File: config.mk
export PLATFORM = sky130hd
export DESIGN_NAME = uart_fifo_wm
export DESIGN_NICKNAME = d
export VERILOG_FILES = /design/src/rtl/uart_wm_pkg.sv /design/src/rtl/wm_level_counter.sv /design/src/rtl/wm_regfile.sv /design/src/rtl/wm_req_route.sv /design/src/rtl/uart_fifo_wm.sv
export SDC_FILE = /design/constraint.sdc
export NUM_CORES = 1
export LEC_CHECK = 0
export BUFFER_PORTS_ARGS = -buffer_cell sky130_fd_sc_hd__buf_2
export CORE_MARGIN = 4
export CORE_UTILIZATION = 45
export DETAILED_ROUTE_END_ITERATION = 10
export PLACE_DENSITY = 0.65
export SLEW_MARGIN = 20
export SYNTH_ARGS = -nofsm -noshare
export SYNTH_HDL_FRONTEND = slang
export SYNTH_SLANG_ARGS = --single-unit
File: constraint.sdc
create_clock -name clk -period 7.3 [get_ports clk]
set_clock_uncertainty 0.2 [all_clocks]
set_input_delay 0.365 -clock clk [delete_from_list [all_inputs] [get_ports clk]]
set_output_delay 0.365 -clock clk [all_outputs]
set_load 0.02 [all_outputs]
File: src/rtl/uart_wm_pkg.sv
package uart_wm_pkg;

   // Register addresses; software and the bench rely on these values.
   typedef enum logic [2:0] {
      RA_CTRL  = 3'd0,
      RA_TXWM  = 3'd1,
      RA_TXCNT = 3'd2,
      RA_RXWM  = 3'd3,
      RA_RXCNT = 3'd4,
      RA_STAT  = 3'd5
   } wm_reg_e;

   // Control byte, bits 4..0 (packed: first member is the MSB).
   typedef struct packed {
      logic rx_en;
      logic rx_dma_sel;
      logic rx_ie;
      logic tx_dma_sel;
      logic tx_ie;
   } wm_ctrl_t;

   localparam int CTRL_W = $bits(wm_ctrl_t);

   // Direction indices for the steering array.
   localparam int DIR_TX = 0;
   localparam int DIR_RX = 1;
   localparam int N_DIR  = 2;

endpackage

File: src/rtl/wm_level_counter.sv
module wm_level_counter #(
   parameter int DEPTH = 8,
   parameter int CW    = $clog2(DEPTH + 1)
) (
   input  logic          clk,
   input  logic          rst_n,
   input  logic          push,
   input  logic          pop,
   output logic [CW-1:0] cnt_q,
   output logic [CW-1:0] cnt_d
);

   localparam logic [CW-1:0] FULL = CW'(DEPTH);

   if (DEPTH < 2) begin : g_chk_depth
      $error("wm_level_counter: DEPTH must be at least 2");
   end
   if ((1 << CW) <= DEPTH) begin : g_chk_cw
      $error("wm_level_counter: CW too narrow for DEPTH");
   end

   logic step_up;
   logic step_dn;

   always_comb begin
      step_up = push && !pop && (cnt_q != FULL);
      step_dn = pop && !push && (cnt_q != '0);
      cnt_d   = cnt_q;
      if (step_up) begin
         cnt_d = cnt_q + 1'b1;
      end else if (step_dn) begin
         cnt_d = cnt_q - 1'b1;
      end
   end

   always_ff @(posedge clk or negedge rst_n) begin
      if (!rst_n) begin
         cnt_q <= '0;
      end else begin
         cnt_q <= cnt_d;
      end
   end

   assert_count_bound_R3: assert property (@(posedge clk) disable iff (!rst_n)
      cnt_q <= FULL);

   assert_pair_hold_R2: assert property (@(posedge clk) disable iff (!rst_n)
      (push && pop) |=> $stable(cnt_q));

   assert_push_step_R2: assert property (@(posedge clk) disable iff (!rst_n)
      (push && !pop && cnt_q != FULL) |=> (cnt_q == $past(cnt_q) + 1'b1));

endmodule

File: src/rtl/wm_regfile.sv
module wm_regfile
   import uart_wm_pkg::*;
#(
   parameter int AW       = 3,
   parameter int DW       = 8,
   parameter int CW       = 4,
   parameter int RXWM_RST = 1
) (
   input  logic          clk,
   input  logic          rst_n,
   input  logic          wr_en,
   input  logic [AW-1:0] addr,
   input  logic [DW-1:0] wdata,
   input  logic [CW-1:0] tx_cnt,
   input  logic [CW-1:0] rx_cnt,
   input  logic [2:0]    stat_bits,
   output wm_ctrl_t      ctrl_q,
   output logic [DW-1:0] tx_wm_q,
   output logic [DW-1:0] rx_wm_q,
   output logic [DW-1:0] rdata
);

   if (AW < 3) begin : g_chk_aw
      $error("wm_regfile: AW must be at least 3");
   end
   if (DW < CTRL_W || DW < CW) begin : g_chk_dw
      $error("wm_regfile: DW too narrow");
   end

   logic hit_ctrl;
   logic hit_txwm;
   logic hit_rxwm;
   logic rxwm_open;

   always_comb begin
      hit_ctrl  = wr_en && (addr == AW'(RA_CTRL));
      hit_txwm  = wr_en && (addr == AW'(RA_TXWM));
      hit_rxwm  = wr_en && (addr == AW'(RA_RXWM));
      rxwm_open = !ctrl_q.rx_en;
   end

   always_ff @(posedge clk or negedge rst_n) begin
      if (!rst_n) begin
         ctrl_q  <= '0;
         tx_wm_q <= '0;
         rx_wm_q <= DW'(RXWM_RST);
      end else begin
         if (hit_ctrl) begin
            ctrl_q <= wm_ctrl_t'(wdata[CTRL_W-1:0]);
         end
         if (hit_txwm) begin
            tx_wm_q <= wdata;
         end
         if (hit_rxwm && rxwm_open) begin
            rx_wm_q <= wdata;
         end
      end
   end

   always_comb begin
      rdata = '0;
      if (addr == AW'(RA_CTRL)) begin
         rdata = DW'(ctrl_q);
      end else if (addr == AW'(RA_TXWM)) begin
         rdata = tx_wm_q;
      end else if (addr == AW'(RA_TXCNT)) begin
         rdata = DW'(tx_cnt);
      end else if (addr == AW'(RA_RXWM)) begin
         rdata = rx_wm_q;
      end else if (addr == AW'(RA_RXCNT)) begin
         rdata = DW'(rx_cnt);
      end else if (addr == AW'(RA_STAT)) begin
         rdata = DW'(stat_bits);
      end
   end

   assert_rxwm_locked_R7: assert property (@(posedge clk) disable iff (!rst_n)
      (wr_en && addr == AW'(RA_RXWM) && ctrl_q.rx_en) |=> $stable(rx_wm_q));

endmodule

File: src/rtl/wm_req_route.sv
module wm_req_route (
   input  logic clk,
   input  logic rst_n,
   input  logic req,
   input  logic enable,
   input  logic dma_sel,
   output logic irq_line,
   output logic dma_line
);

   always_comb begin
      irq_line = req && enable && !dma_sel;
      dma_line = req && enable && dma_sel;
   end

   assert_one_line_R5: assert property (@(posedge clk) disable iff (!rst_n)
      $onehot0({irq_line, dma_line}));

endmodule

File: src/rtl/uart_fifo_wm.sv
module uart_fifo_wm
   import uart_wm_pkg::*;
#(
   parameter int DEPTH = 8,
   parameter int DW    = 8,
   parameter int AW    = 3
) (
   input  logic          clk,
   input  logic          rst_n,
   input  logic          reg_we,
   input  logic [AW-1:0] reg_addr,
   input  logic [DW-1:0] reg_wdata,
   output logic [DW-1:0] reg_rdata,
   input  logic          tx_push,
   input  logic          tx_load,
   input  logic          rx_push,
   input  logic          rx_pop,
   output logic          tx_irq,
   output logic          tx_dma,
   output logic          rx_irq,
   output logic          rx_dma
);

   localparam int CW = $clog2(DEPTH + 1);

   if (DEPTH >= (1 << DW)) begin : g_chk_fit
      $error("uart_fifo_wm: DEPTH does not fit a register byte");
   end

   logic [CW-1:0] tx_cnt_q, tx_cnt_d;
   logic [CW-1:0] rx_cnt_q, rx_cnt_d;
   wm_ctrl_t      ctrl;
   logic [DW-1:0] tx_wm;
   logic [DW-1:0] rx_wm;
   logic          tx_req;
   logic          txwm_bad;
   logic          rx_flag_q;
   logic          rx_hit;

   wm_level_counter #(.DEPTH(DEPTH), .CW(CW)) u_tx_cnt (
      .clk   (clk),
      .rst_n (rst_n),
      .push  (tx_push),
      .pop   (tx_load),
      .cnt_q (tx_cnt_q),
      .cnt_d (tx_cnt_d)
   );

   wm_level_counter #(.DEPTH(DEPTH), .CW(CW)) u_rx_cnt (
      .clk   (clk),
      .rst_n (rst_n),
      .push  (rx_push),
      .pop   (rx_pop),
      .cnt_q (rx_cnt_q),
      .cnt_d (rx_cnt_d)
   );

   // Transmit side: level request from the registered count.
   always_comb begin
      tx_req   = DW'(tx_cnt_q) <= tx_wm;
      txwm_bad = tx_wm >= DW'(DEPTH);
      rx_hit   = DW'(rx_cnt_d) >= rx_wm;
   end

   // Receive side: sticky flag, cleared only by a read that drops below.
   always_ff @(posedge clk or negedge rst_n) begin
      if (!rst_n) begin
         rx_flag_q <= 1'b0;
      end else if (rx_hit) begin
         rx_flag_q <= 1'b1;
      end else if (rx_pop) begin
         rx_flag_q <= 1'b0;
      end
   end

   wm_regfile #(.AW(AW), .DW(DW), .CW(CW), .RXWM_RST(1)) u_regs (
      .clk       (clk),
      .rst_n     (rst_n),
      .wr_en     (reg_we),
      .addr      (reg_addr),
      .wdata     (reg_wdata),
      .tx_cnt    (tx_cnt_q),
      .rx_cnt    (rx_cnt_q),
      .stat_bits ({txwm_bad, rx_flag_q, tx_req}),
      .ctrl_q    (ctrl),
      .tx_wm_q   (tx_wm),
      .rx_wm_q   (rx_wm),
      .rdata     (reg_rdata)
   );

   logic [N_DIR-1:0] dir_req, dir_en, dir_sel, dir_irq, dir_dma;

   always_comb begin
      dir_req[DIR_TX] = tx_req;
      dir_en [DIR_TX] = ctrl.tx_ie;
      dir_sel[DIR_TX] = ctrl.tx_dma_sel;
      dir_req[DIR_RX] = rx_flag_q;
      dir_en [DIR_RX] = ctrl.rx_ie;
      dir_sel[DIR_RX] = ctrl.rx_dma_sel;
   end

   for (genvar d = 0; d < N_DIR; d++) begin : g_route
      wm_req_route u_route (
         .clk      (clk),
         .rst_n    (rst_n),
         .req      (dir_req[d]),
         .enable   (dir_en[d]),
         .dma_sel  (dir_sel[d]),
         .irq_line (dir_irq[d]),
         .dma_line (dir_dma[d])
      );
   end

   always_comb begin
      tx_irq = dir_irq[DIR_TX];
      tx_dma = dir_dma[DIR_TX];
      rx_irq = dir_irq[DIR_RX];
      rx_dma = dir_dma[DIR_RX];
   end

   assert_rx_sticky_R8: assert property (@(posedge clk) disable iff (!rst_n)
      (rx_flag_q && !rx_pop) |=> rx_flag_q);

   assert_tx_level_R4: assert property (@(posedge clk) disable iff (!rst_n)
      (tx_irq || tx_dma) |-> (DW'(tx_cnt_q) <= tx_wm));

   assert_rx_drop_R6: assert property (@(posedge clk) disable iff (!rst_n)
      $fell(rx_flag_q) |-> $past(rx_pop));

endmodule

==> metrics <==
initial core utilization 46.8%; HP Class in2reg; WP data required 7260 ps; synthesized area per cell 9.79 um2; WHS 117 ps; Post-DP HPWL 3.38 mm; Worst-path clk slew 60 ps; Leak 1.03 nW; RR Startpoint u_rx_cnt.cnt_q[0]$_DFF_PN0_; WL/cell 15.4 um; WP data arrival 2590 ps; NumNets Final 265; Synth top area share 35.6%; DP Cell Count 278; Pre-Repair DR Iteration Count 4; Diodes inserted 0; startpoint type of the worst setup path flop; grt total ovfl 0; Peak Freq 381 MHz; run status finished, final reports clean; CTS buffer count 5; placer's final routability congestion estimate 0.913; max_slew headroom 53.8%; area leader, netlist dfrtp_1; area grow syn2layout 13.5%; fin util 53.1%; multi-input logic area 1190 um2; row count 24; Max FO, Critical Path 6; number of DRC markers in iteration 0 51; # IOs 30; sequential cell area 752 um2; TritonCTS clock tree yes; Setup Buffers After CTS 0; clock buffer depth 2; endpoints failing hold 0; clk root buf clkbuf_8; Routed WL 4.43 mm; sequential cell area fraction in the yosys report 36.9%; Core Footprint 4350 um2; Final setup viols 0; first-pass GRT wire length 7.60 mm; IO Port Bufs 29; via count 1,602; Tightest Pin Transition 691 ps; CP endpoint kind flop; Power Dens Cells 327 nW/um2; vias in the first global route 1,616; # clock sinks 30; Setup WS pre-CTS 4690 ps; synthesized area 2040 um2; worst r2r dst rx_flag_q$_DFFE_PN0P_; H-tree depth 2; final worst-path cycle share 36.0%; Fillers 418; minimum clock period 2630 ps; Die H 75.3 um; hold_sp reg_wdata[2]; Die ar. 5670 um2; Via density 5.58; ys flop type dfrtp_1; Hold EP u_regs.rx_wm_q[2]$_DFFE_PN0P_; Post-Syn Nets 239; Mapped Cells 208; die span in x 75.3 um; Final Slew Violations 0; Async SR Flop Fraction 100%; RSZ-0062 raised after global routing false; Tot GR Track Use 17.9%; PnR Total Power 0.756 mW; Fin Setup TNS 0 ps; worst skew pair latency 270 ps; worst hold stages 3; worst reg-to-reg path cell count 11; dpl cell area 2200 um2; commonest cells after routing, fill and taps aside 29 x buf_2, 29 x dfrtp_1, 20 x mux2_2; Area contributors post-synth dfrtp_1 36%, mux2_2 11%, ha_1 7.4%, o21ai_0 3.7%, mux2i_1 3.4%; residual DRC count 0; FF+latch count, synth 30; initial antenna violation count 0; worst reg-to-reg setup slack 4670 ps; final instance area 2310 um2; maxcap violations 0; EDFF count, synth 0; layout cell share with drive strength beyond 1 27.2%; VDD IR max 132 uV; kind of critical path reg2reg; fin cells 287; library cells used by synthesis 41; yosys warns 0; fin worst setup slack 4670 ps; Antenna Violating Nets Remaining 0; largest net degree at the start of global routing 31
-- power by group --
group / internal, mW / total, mW / switching (mW) / leakage (nW)
clock: 0.0767 / 0.135 / 0.0586 / 0.0455
combinational: 0.160 / 0.319 / 0.159 / 0.632
sequential: 0.224 / 0.301 / 0.0775 / 0.358
-- critical path, stage by stage, from the launching register on --
cell and delay [ps]:
dfrtp_1 440, inv_1 100, ha_1 250, nand2b_1 120, o21ai_0 120, mux2_2 320, xnor2_1 130, ha_1 280
nand2b_1 140, a21o_1 170, a21oi_1 140, o21ai_0 100
-- state kept, by name, summed over array words and instances, names as in the netlist --
register and count:
rx_flag_q 1, u_tx_cnt.cnt_q 4, u_rx_cnt.cnt_q 4, u_regs.tx_wm_q 8, u_regs.ctrl_q 5, u_regs.rx_wm_q 8
-- what timing repair did --
| action | in CTS | in global routing |
|---|---|---|
| hold buffers | 1 | 0 |
| endpoints found under the hold margin | 29 | 0 |
| resized for setup | 0 | 0 |
-- final cells by class --
class	count	area share [%]
multi-input cells	152	51.4
flip-flops and latches	30	32.5
repair buffers	31	7.04
clock buffers	8	3.90
well taps	52	2.82
inverters	14	2.27
-- worst max-delay path by stage --
stage	startpoint	depth (start not counted)	endpoint
detailed placement	u_rx_cnt.cnt_q[0]$_DFF_PN0_	11	rx_flag_q$_DFFE_PN0P_
floorplan	u_rx_cnt.cnt_q[0]$_DFF_PN0_	11	rx_flag_q$_DFFE_PN0P_
CTS	u_rx_cnt.cnt_q[0]$_DFF_PN0_	11	rx_flag_q$_DFFE_PN0P_
finish	u_rx_cnt.cnt_q[0]$_DFF_PN0_	11	rx_flag_q$_DFFE_PN0P_
global placement	u_rx_cnt.cnt_q[0]$_DFF_PN0_	11	rx_flag_q$_DFFE_PN0P_
global route	u_rx_cnt.cnt_q[0]$_DFF_PN0_	11	rx_flag_q$_DFFE_PN0P_
-- cells in the mapped netlist (all sizes together), types with 4 or more instances --
cell type   n
dfrtp      29
mux2       20
nand2      16
o21ai      15
inv        14
a21oi      12
ha         12
nor2       11
nor3       10
mux2i       7
buf         6
clkbuf      6
nand2b      4
-- cells by family (layout without fill, tap and decap cells) --
kind of cell	after synthesis	count (layout)	synth area share, %
buffers and inverters	26	53	5.16
AOI/OAI and AO/OA	45	45	14.3
muxes	30	30	17.8
DFF	30	30	36.9
adders and majority gates	13	13	8.35
xor gates and xnor gates	4	4	1.72
and+or+nand+nor	60	60	15.7
-- routing by layer --
| metal | GRT usage (%) | vias up | share of wire, % |
|---|---|---|---|
| li1 | - | 803 | - |
| met1 | 23.6 | 764 | 48 |
| met2 | 28.4 | 28 | 46 |
| met3 | 4.54 | 7 | 3.9 |
| met4 | 6.60 | 0 | 1.8 |
| met5 | 0 | - | 0 |
No activity file was read; power rests on OpenSTA's default activity.
